===== src/rtl/spu_pkg.sv =====
package spu_pkg;
  // Command codes seen on the cmd port
  localparam logic [2:0] CMD_IDLE  = 3'd0;
  localparam logic [2:0] CMD_CLEAR = 3'd1;
  localparam logic [2:0] CMD_SET   = 3'd2;
  localparam logic [2:0] CMD_POP   = 3'd3;
  localparam logic [2:0] CMD_PUSH  = 3'd4;
  localparam logic [2:0] CMD_MOVE  = 3'd5;

  // Resolved pointer operation after the move instruction is steered
  typedef enum logic [2:0] {
    PTR_HOLD,
    PTR_RESET,
    PTR_LOAD,
    PTR_INC,
    PTR_DEC
  } ptr_op_e;

  // Status bit that chooses the direction of the stack move
  localparam int XFER_FLAG_BIT = 4;
endpackage


===== src/rtl/spu_cmd_resolve.sv =====
module spu_cmd_resolve
  import spu_pkg::*;
#(
  parameter bit MOVE_EN = 1'b0,
  parameter int FLAG_W  = 8
) (
  input  logic [2:0]        cmd,
  input  logic [FLAG_W-1:0] status,
  output ptr_op_e           op,
  output logic              copy_out
);
  logic dir_load;
  assign dir_load = status[XFER_FLAG_BIT];

  ptr_op_e move_op;
  logic    move_copy;

  generate
    if (MOVE_EN) begin : g_move_on
      always_comb begin
        move_op   = dir_load ? PTR_LOAD : PTR_HOLD;
        move_copy = ~dir_load;
      end
    end else begin : g_move_off
      always_comb begin
        move_op   = PTR_RESET;
        move_copy = 1'b0;
      end
    end
  endgenerate

  always_comb begin
    op       = PTR_HOLD;
    copy_out = 1'b0;
    case (cmd)
      CMD_CLEAR: op = PTR_RESET;
      CMD_SET:   op = PTR_LOAD;
      CMD_POP:   op = PTR_INC;
      CMD_PUSH:  op = PTR_DEC;
      CMD_MOVE: begin
        op       = move_op;
        copy_out = move_copy;
      end
      default:   op = PTR_HOLD;
    endcase
  end
endmodule


===== src/rtl/spu_next_ptr.sv =====
module spu_next_ptr
  import spu_pkg::*;
#(
  parameter int          AW        = 16,
  parameter logic [AW-1:0] RESET_VAL = 16'h03FF
) (
  input  ptr_op_e       op,
  input  logic [AW-1:0] cur,
  input  logic [AW-1:0] load_val,
  output logic [AW-1:0] nxt
);
  localparam logic [AW-1:0] ONE = AW'(1);

  always_comb begin
    case (op)
      PTR_RESET: nxt = RESET_VAL;
      PTR_LOAD:  nxt = load_val;
      PTR_INC:   nxt = cur + ONE;
      PTR_DEC:   nxt = cur - ONE;
      default:   nxt = cur;
    endcase
  end
endmodule


===== src/rtl/spu_ptr_reg.sv =====
module spu_ptr_reg #(
  parameter int            AW        = 16,
  parameter logic [AW-1:0] RESET_VAL = 16'h03FF
) (
  input  logic          clk,
  input  logic          rst,
  input  logic [AW-1:0] nxt,
  output logic [AW-1:0] q
);
  always_ff @(posedge clk) begin
    if (rst) q <= RESET_VAL;
    else     q <= nxt;
  end
endmodule


===== src/rtl/spu_xfer_reg.sv =====
module spu_xfer_reg #(
  parameter int AW = 16
) (
  input  logic          clk,
  input  logic          rst,
  input  logic          copy_out,
  input  logic [AW-1:0] cur,
  output logic          valid,
  output logic [AW-1:0] data
);
  always_ff @(posedge clk) begin
    if (rst) begin
      valid <= 1'b0;
      data  <= '0;
    end else begin
      valid <= copy_out;
      if (copy_out) data <= cur;
    end
  end
endmodule


===== src/rtl/stack_ptr_unit.sv =====
module stack_ptr_unit
  import spu_pkg::*;
#(
  parameter int DW                = 8,
  parameter bit MOVE_EN           = 1'b0,
  parameter logic [2*DW-1:0] RESET_VAL = 16'h03FF
) (
  input  logic            clk,
  input  logic            rst,
  input  logic [2:0]      cmd,
  input  logic [DW-1:0]   pair_lo,
  input  logic [DW-1:0]   pair_hi,
  input  logic [DW-1:0]   status,
  output logic [2*DW-1:0] sp_addr,
  output logic            xfer_valid,
  output logic [DW-1:0]   xfer_lo,
  output logic [DW-1:0]   xfer_hi
);
  localparam int AW = 2 * DW;

  ptr_op_e       op;
  logic          copy_out;
  logic [AW-1:0] nxt;
  logic [AW-1:0] cur;
  logic [AW-1:0] xfer_data;

  spu_cmd_resolve #(.MOVE_EN(MOVE_EN), .FLAG_W(DW)) u_resolve (
    .cmd      (cmd),
    .status   (status),
    .op       (op),
    .copy_out (copy_out)
  );

  spu_next_ptr #(.AW(AW), .RESET_VAL(RESET_VAL)) u_next (
    .op       (op),
    .cur      (cur),
    .load_val ({pair_hi, pair_lo}),
    .nxt      (nxt)
  );

  spu_ptr_reg #(.AW(AW), .RESET_VAL(RESET_VAL)) u_ptr (
    .clk (clk),
    .rst (rst),
    .nxt (nxt),
    .q   (cur)
  );

  spu_xfer_reg #(.AW(AW)) u_xfer (
    .clk      (clk),
    .rst      (rst),
    .copy_out (copy_out),
    .cur      (cur),
    .valid    (xfer_valid),
    .data     (xfer_data)
  );

  assign sp_addr = cur;
  assign xfer_hi = xfer_data[AW-1:DW];
  assign xfer_lo = xfer_data[DW-1:0];
endmodule


===== config.mk =====
export PLATFORM = sky130hd
export DESIGN_NAME = stack_ptr_unit
export DESIGN_NICKNAME = d
export VERILOG_FILES = /design/src/rtl/spu_pkg.sv /design/src/rtl/spu_cmd_resolve.sv /design/src/rtl/spu_next_ptr.sv /design/src/rtl/spu_ptr_reg.sv /design/src/rtl/spu_xfer_reg.sv /design/src/rtl/stack_ptr_unit.sv
export SDC_FILE = /design/constraint.sdc
export NUM_CORES = 1
export LEC_CHECK = 0
export BUFFER_PORTS_ARGS = -buffer_cell sky130_fd_sc_hd__buf_2
export CAP_MARGIN = 30
export CORE_ASPECT_RATIO = 0.75
export CORE_MARGIN = 2
export CORE_UTILIZATION = 45
export DETAILED_ROUTE_END_ITERATION = 8
export GPL_TIMING_DRIVEN = 0
export PLACE_DENSITY_LB_ADDON = 0.3
export SLEW_MARGIN = 40
export SYNTH_ARGS = -nofsm -noshare
export SYNTH_HDL_FRONTEND = slang
export SYNTH_SLANG_ARGS = --single-unit

===== constraint.sdc =====
create_clock -name clk -period 3.6 [get_ports clk]
set_clock_uncertainty 0.1 [all_clocks]
set_input_delay 0.72 -clock clk [delete_from_list [all_inputs] [get_ports clk]]
set_output_delay 0.72 -clock clk [all_outputs]
set_load 0.1 [all_outputs]

Word level (Yosys, flattened, before mapping)
Cells that the tools add are included.
{"block": "word_totals", "mem_bits_rw": 0, "input_bits": 29, "reg_bits": 16, "rom_bits": 0, "memories": 0, "wordCells": 16, "output_inout_bits": 33, "latchBits": 0}
{"block": "classes", "bitwise_logic": 0, "eq_ne": 9, "n_addsub": 2, "reduce_logical": 2, "shift": 0, "multipliers": 0, "mux": 2, "order_cmp": 0, "div": 0}
{"op": "16-bit case mux with 4 select lines", "n": 1}
{"op": "16-bit by 1-bit adder with 16-bit output (second input constant)", "n": 1}
{"op": "16-bit by 1-bit subtractor with 16-bit output (second input constant)", "n": 1}
{"op": "3-bit by 2-bit == test with 1-bit output (second input constant)", "n": 4}
{"op": "3-bit case mux with 4 select lines", "n": 1}
{"op": "3-bit == test (second input constant)", "n": 3}
{"op": "3-bit by 1-bit == test with 1-bit output (second input constant)", "n": 2}
{"op": "4-bit nonzero test", "n": 1}
{"op": "2-bit OR reduction", "n": 1}

Depth between registers and ports, before layout
{"block": "logic_depth", "depth_word": 5, "ltp_mapped": 12, "depth_no_buf": 11}

Modules after synthesis
From an unflattened synthesis, not the netlist that was laid out.
{"block": "unflattened", "hier_cells": 293, "hier_area_um2": 2473.6}
{"module": "spu_next_ptr", "instances": 1, "seq_area_each_um2": 0.0, "area_per_inst_um2": 1383.8, "cells_each": 201}
{"module": "spu_xfer_reg", "instances": 1, "seq_area_each_um2": 340.3, "area_per_inst_um2": 608.1, "cells_each": 54}
{"module": "spu_ptr_reg", "instances": 1, "seq_area_each_um2": 320.3, "area_per_inst_um2": 446.7, "cells_each": 33}
{"module": "spu_cmd_resolve", "instances": 1, "seq_area_each_um2": 0.0, "area_per_inst_um2": 35.0, "cells_each": 5}

Worst setup path after synthesis
No wires, ideal clock.
{"block": "synth_path", "kind": "input to register", "start": "input port cmd[0]", "end": "register u_ptr.q[15]", "setup_ns": 0.120, "t_required_ns": 3.380, "setup_slack_ns": 0.099, "t_arrival_ns": 3.281, "n_path_buf": 1, "path_stages": 12, "cell_sequence": "clkbuf_1 nor2_1 nand2_1 inv_1 ha_1 a211oi_2 o21a_2 a221oi_2 o31a_1 or3_1 and4_4 o31a_1"}
{"block": "synth_between", "elab_chain_len": 5, "word_cells_on_any_way": 13, "cone_classes": "eq/ne (9); mux (2); reduce/logical (2)"}
{"element": "start: declaration", "line_no": "stack_ptr_unit.sv:10", "rtl": "input logic [2:0] cmd,"}
{"element": "3-bit by 1-bit == test with 1-bit output / 3-bit == test (equally long branches)", "line_no": "spu_cmd_resolve.sv:35", "rtl": "case (cmd)"}
{"element": "2-bit OR reduction (no line)"}
{"element": "3-bit case mux with 4 select lines *", "line_no": "spu_cmd_resolve.sv:35"}
{"element": "3-bit == test (tied with other cells)", "line_no": "spu_next_ptr.sv:15", "rtl": "case (op)"}
{"element": "16-bit case mux with 4 select lines / 4-bit nonzero test (equally long branches)"}
{"element": "end signal: assignment", "line_no": "spu_ptr_reg.sv:12", "rtl": "else q <= nxt;"}
{"element": "end: declaration", "line_no": "spu_ptr_reg.sv:8", "rtl": "output logic [AW-1:0] q"}
Mark *: on every way between the ends. The rest lies on a longest branch, timed or not.
A chain may end at the register's enable or synchronous reset.

Worst setup path in the final report
Same ends and word-level chain as after synthesis.

==> results_dict.tcl <==
set metrics [dict create \
    slew_headroom_pct 56.4 \
    rsz0062_at_grt "false" \
    clk_path_buf_depth 2 \
    p_leak_nw 1.01 \
    largest_reg_flops 16 \
    critPathLaunchType "input port" \
    setup_viol 0 \
    synth_top_family_by_area "compound AO/OA/AOI/OAI gates" \
    syn-cell-area_um2 1690 \
    status "complete, no violations" \
    synth-adder-area-share_pct 11.6 \
    num_vias 1765 \
    start_util_pct 46.4 \
    hold_path_depth 2 \
    clkTransAtPathRegs_ns 0.07 \
    reg2reg_from "u_ptr.q[0]" \
    tightest_slew_ns 0.651 \
    io_buffer_count 35 \
    dp_slack_ns -0.439 \
    cts_buffers 3 \
    worstHoldStart "u_ptr.q[9]" \
    cap_violations 0 \
    clock_latency_ns 0.26 \
    fin_crit_sh_pct 92.5 \
    max_freq_ghz 0.300 \
    multi_input_area_um2 1250 \
    place_area_um2 1990 \
    hold_buffers 0 \
    synth_mux_area_share_pct 1.78 \
    async_flop_share_pct 0 \
    yosysTopAreaCell "dfxtp_1" \
    dr.pass1.iters 4 \
    min_to "u_ptr.q[9]" \
    synth_compound_area_share_pct 35.6 \
    crit_path_max_fanout 10 \
    synthFlopType "dfxtp_1" \
    ir_worst_vdd_mv 0.194 \
    dp_cells 324 \
    r2r_cells 9 \
    gr-total-overflow 0 \
    slew_viol_final 0 \
    place.gp.congestion 0.870 \
    synth_area_per_cell_um2 7.64 \
    drt_iter0_markers 126 \
    ys_seq_elements 16 \
    r2r_end "u_ptr.q[14]" \
    antenna_cells 0 \
    fin_cells 330 \
    register_area_um2 320 \
    syn_to_final_growth_pct 22.7 \
    fin_area_um2 2070 \
    worst_slack_ns 0.269 \
    cts_tree "built" \
    critical_path_class "input port to register" \
    top_register "u_ptr.q" \
    grt_max_degree 11 \
    htreeDepth 1 \
    synth_area_leaders "dfxtp_1, ha_1, buf_4, a21oi_1, o21ai_0" \
    powerDensity_nw_per_um2 392 \
    core_um2 3640 \
    dieArea_um2 4260 \
    ys_warn_count 0 \
    die-width_um 74.7 \
    wirelength_um 4430 \
    grt_pass1_vias 1510 \
    holdWs_ns 0.454 \
    hold_class "register to register" \
    synth_top_area_share_pct 19.0 \
    antenna_found_initial 0 \
    gr-usage-all-layers_pct 21.2 \
    rrSetupSlack_ns 0.95 \
    synth_edf_count 0 \
    vias_per_cell 5.35 \
    dp.final_hpwl_um 3320 \
    synthSimpleGateAreaFrac_pct 15.1 \
    num-nets-final 324 \
    required_ns 3.65 \
    synth.distinct_cells 49 \
    synthXorXnorAreaFrac_pct 5.19 \
    cts_root_buffer "clkbuf_8" \
    row_count 19 \
    tns_ns 0 \
    io-pin-count 62 \
    reg.largest.list "u_ptr.q x16" \
    n_fill_cell 358 \
    drc 0 \
    final-hold-violation-count 0 \
    cp.arrival_ns 3.38 \
    layout_min_cycle_time_ns 3.33 \
    yosysSeqAreaShare_pct 19.0 \
    cts.sinks 16 \
    drtAntennaViolNets 0 \
    drive_gt1_share_pct 26.3 \
    fp.dieH_um 57.0 \
    wl_per_cell_um 13.4 \
    synthCells 221 \
    end_kind "register" \
    grt_pass1_wl_um 7010 \
]
-- layout by cell type (no fill, tap or decap), types with 2 or more instances in the layout --
| master | count |
|---|---|
| conb_1 | 17 |
| a21oi_1 | 23 |
| o22ai_1 | 4 |
| xnor2_1 | 4 |
| mux2i_1 | 3 |
| nor2b_1 | 2 |
| buf_2 | 35 |
| o221ai_1 | 2 |
| o21ai_0 | 15 |
| or2_2 | 3 |
| nand3_1 | 3 |
| a22oi_1 | 5 |
| a21o_1 | 7 |
| a221oi_2 | 2 |
| buf_4 | 20 |
| clkbuf_1 | 7 |
| nor2_1 | 13 |
| o21a_1 | 6 |
| a211oi_1 | 2 |
| nand4_1 | 2 |
| o31a_1 | 2 |
| ha_1 | 14 |
| o21bai_1 | 2 |
| clkbuf_8 | 3 |
| nor3_1 | 4 |
| nand2_1 | 14 |
| xor2_1 | 6 |
| o2bb2ai_1 | 2 |
| inv_1 | 8 |
| dfxtp_1 | 16 |
| o211ai_1 | 6 |
| nand2b_1 | 3 |
-- final cells by class --
cell class | instances | share of cell area, %
Multi-Input combinational cell | 186 | 60.2
Sequential cell | 16 | 15.5
Timing Repair Buffer | 38 | 9.55
Buffer | 26 | 7.85
Tap cell | 52 | 3.14
Clock buffer | 3 | 1.99
Inverter | 9 | 1.81
-- power breakdown --
group / switching, mW / leakage, nW / internal (mW) / total, mW
logic: 0.328 / 0.857 / 0.131 / 0.459
clock network: 0.0729 / 0.0216 / 0.0745 / 0.147
registers: 0.0134 / 0.132 / 0.192 / 0.205
-- through the flow --
step	util, %	total power, mW
2_1_floorplan	-	0.589
3_3_place_gp	54.7	0.651
3_5_place_dp	54.8	0.656
4_1_cts	56.7	0.805
5_1_grt	56.9	0.850
6_report	56.9	0.812
-- synthesized netlist by cell type, types with 3 or more instances --
cell      instances
or2_2             3
o21ai_0          15
xor2_1            6
nor2_1           13
o22ai_1           4
a22oi_1           5
xnor2_1           4
clkbuf_1          8
o21a_1            6
o211ai_1          6
buf_4            17
nand2_1          15
nor3_1            5
a21oi_1          23
dfxtp_1          16
inv_1             9
ha_1             14
nand2b_1          3
a21o_1            7
nand3_1           3
mux2i_1           3
-- worst max-delay path, stage by stage --
cell and delay, ns:
clkbuf_2 0.20, nor2_1 0.10, nand2_2 0.19, clkinvlp_4 0.21, buf_4 0.20, ha_1 0.35
a21oi_1 0.23, a221oi_2 0.11, o31a_1 0.30, or3_1 0.33, and4_4 0.20, o31a_1 0.23
-- logic make-up after synthesis --
group | after synthesis
AOI/OAI and AO/OA | 89
and+or+nand+nor | 52
buffers and inverters | 35
DFF | 16
adders and majority gates | 15
xor gates and xnor gates | 10
muxes | 3
other | 1
-- timing repair --
action,4_1_cts,5_1_grt
endpoints found under the setup margin,3,3
hold endpoints to repair,0,0
setup buffers,3,0
cloned,0,0
gates resized for setup,2,3
-- layer usage --
| layer | up-vias | track usage [%] | wire length, um |
|---|---|---|---|
| li1 | 896 | - | - |
| met1 | 802 | 32.7 | 2200 |
| met2 | 63 | 29.8 | 1920 |
| met3 | 4 | 5.83 | 272 |
| met4 | 0 | 3.32 | 42 |
| met5 | - | 0 | 0 |
-- how the worst max path moves through the flow --
stage	startpoint	to	slack (ns)	cells after the start
5_1_grt	cmd[0]	u_ptr.q[15]	0.07	12
3_5_place_dp	cmd[0]	u_ptr.q[13]	-0.44	12
2_1_floorplan	cmd[0]	u_ptr.q[15]	0.1	12
6_report	cmd[0]	u_ptr.q[15]	0.27	12
4_1_cts	cmd[0]	u_ptr.q[13]	0.11	12
3_3_place_gp	cmd[0]	u_ptr.q[13]	-0.41	12
(Power assumes the default switching activity.)
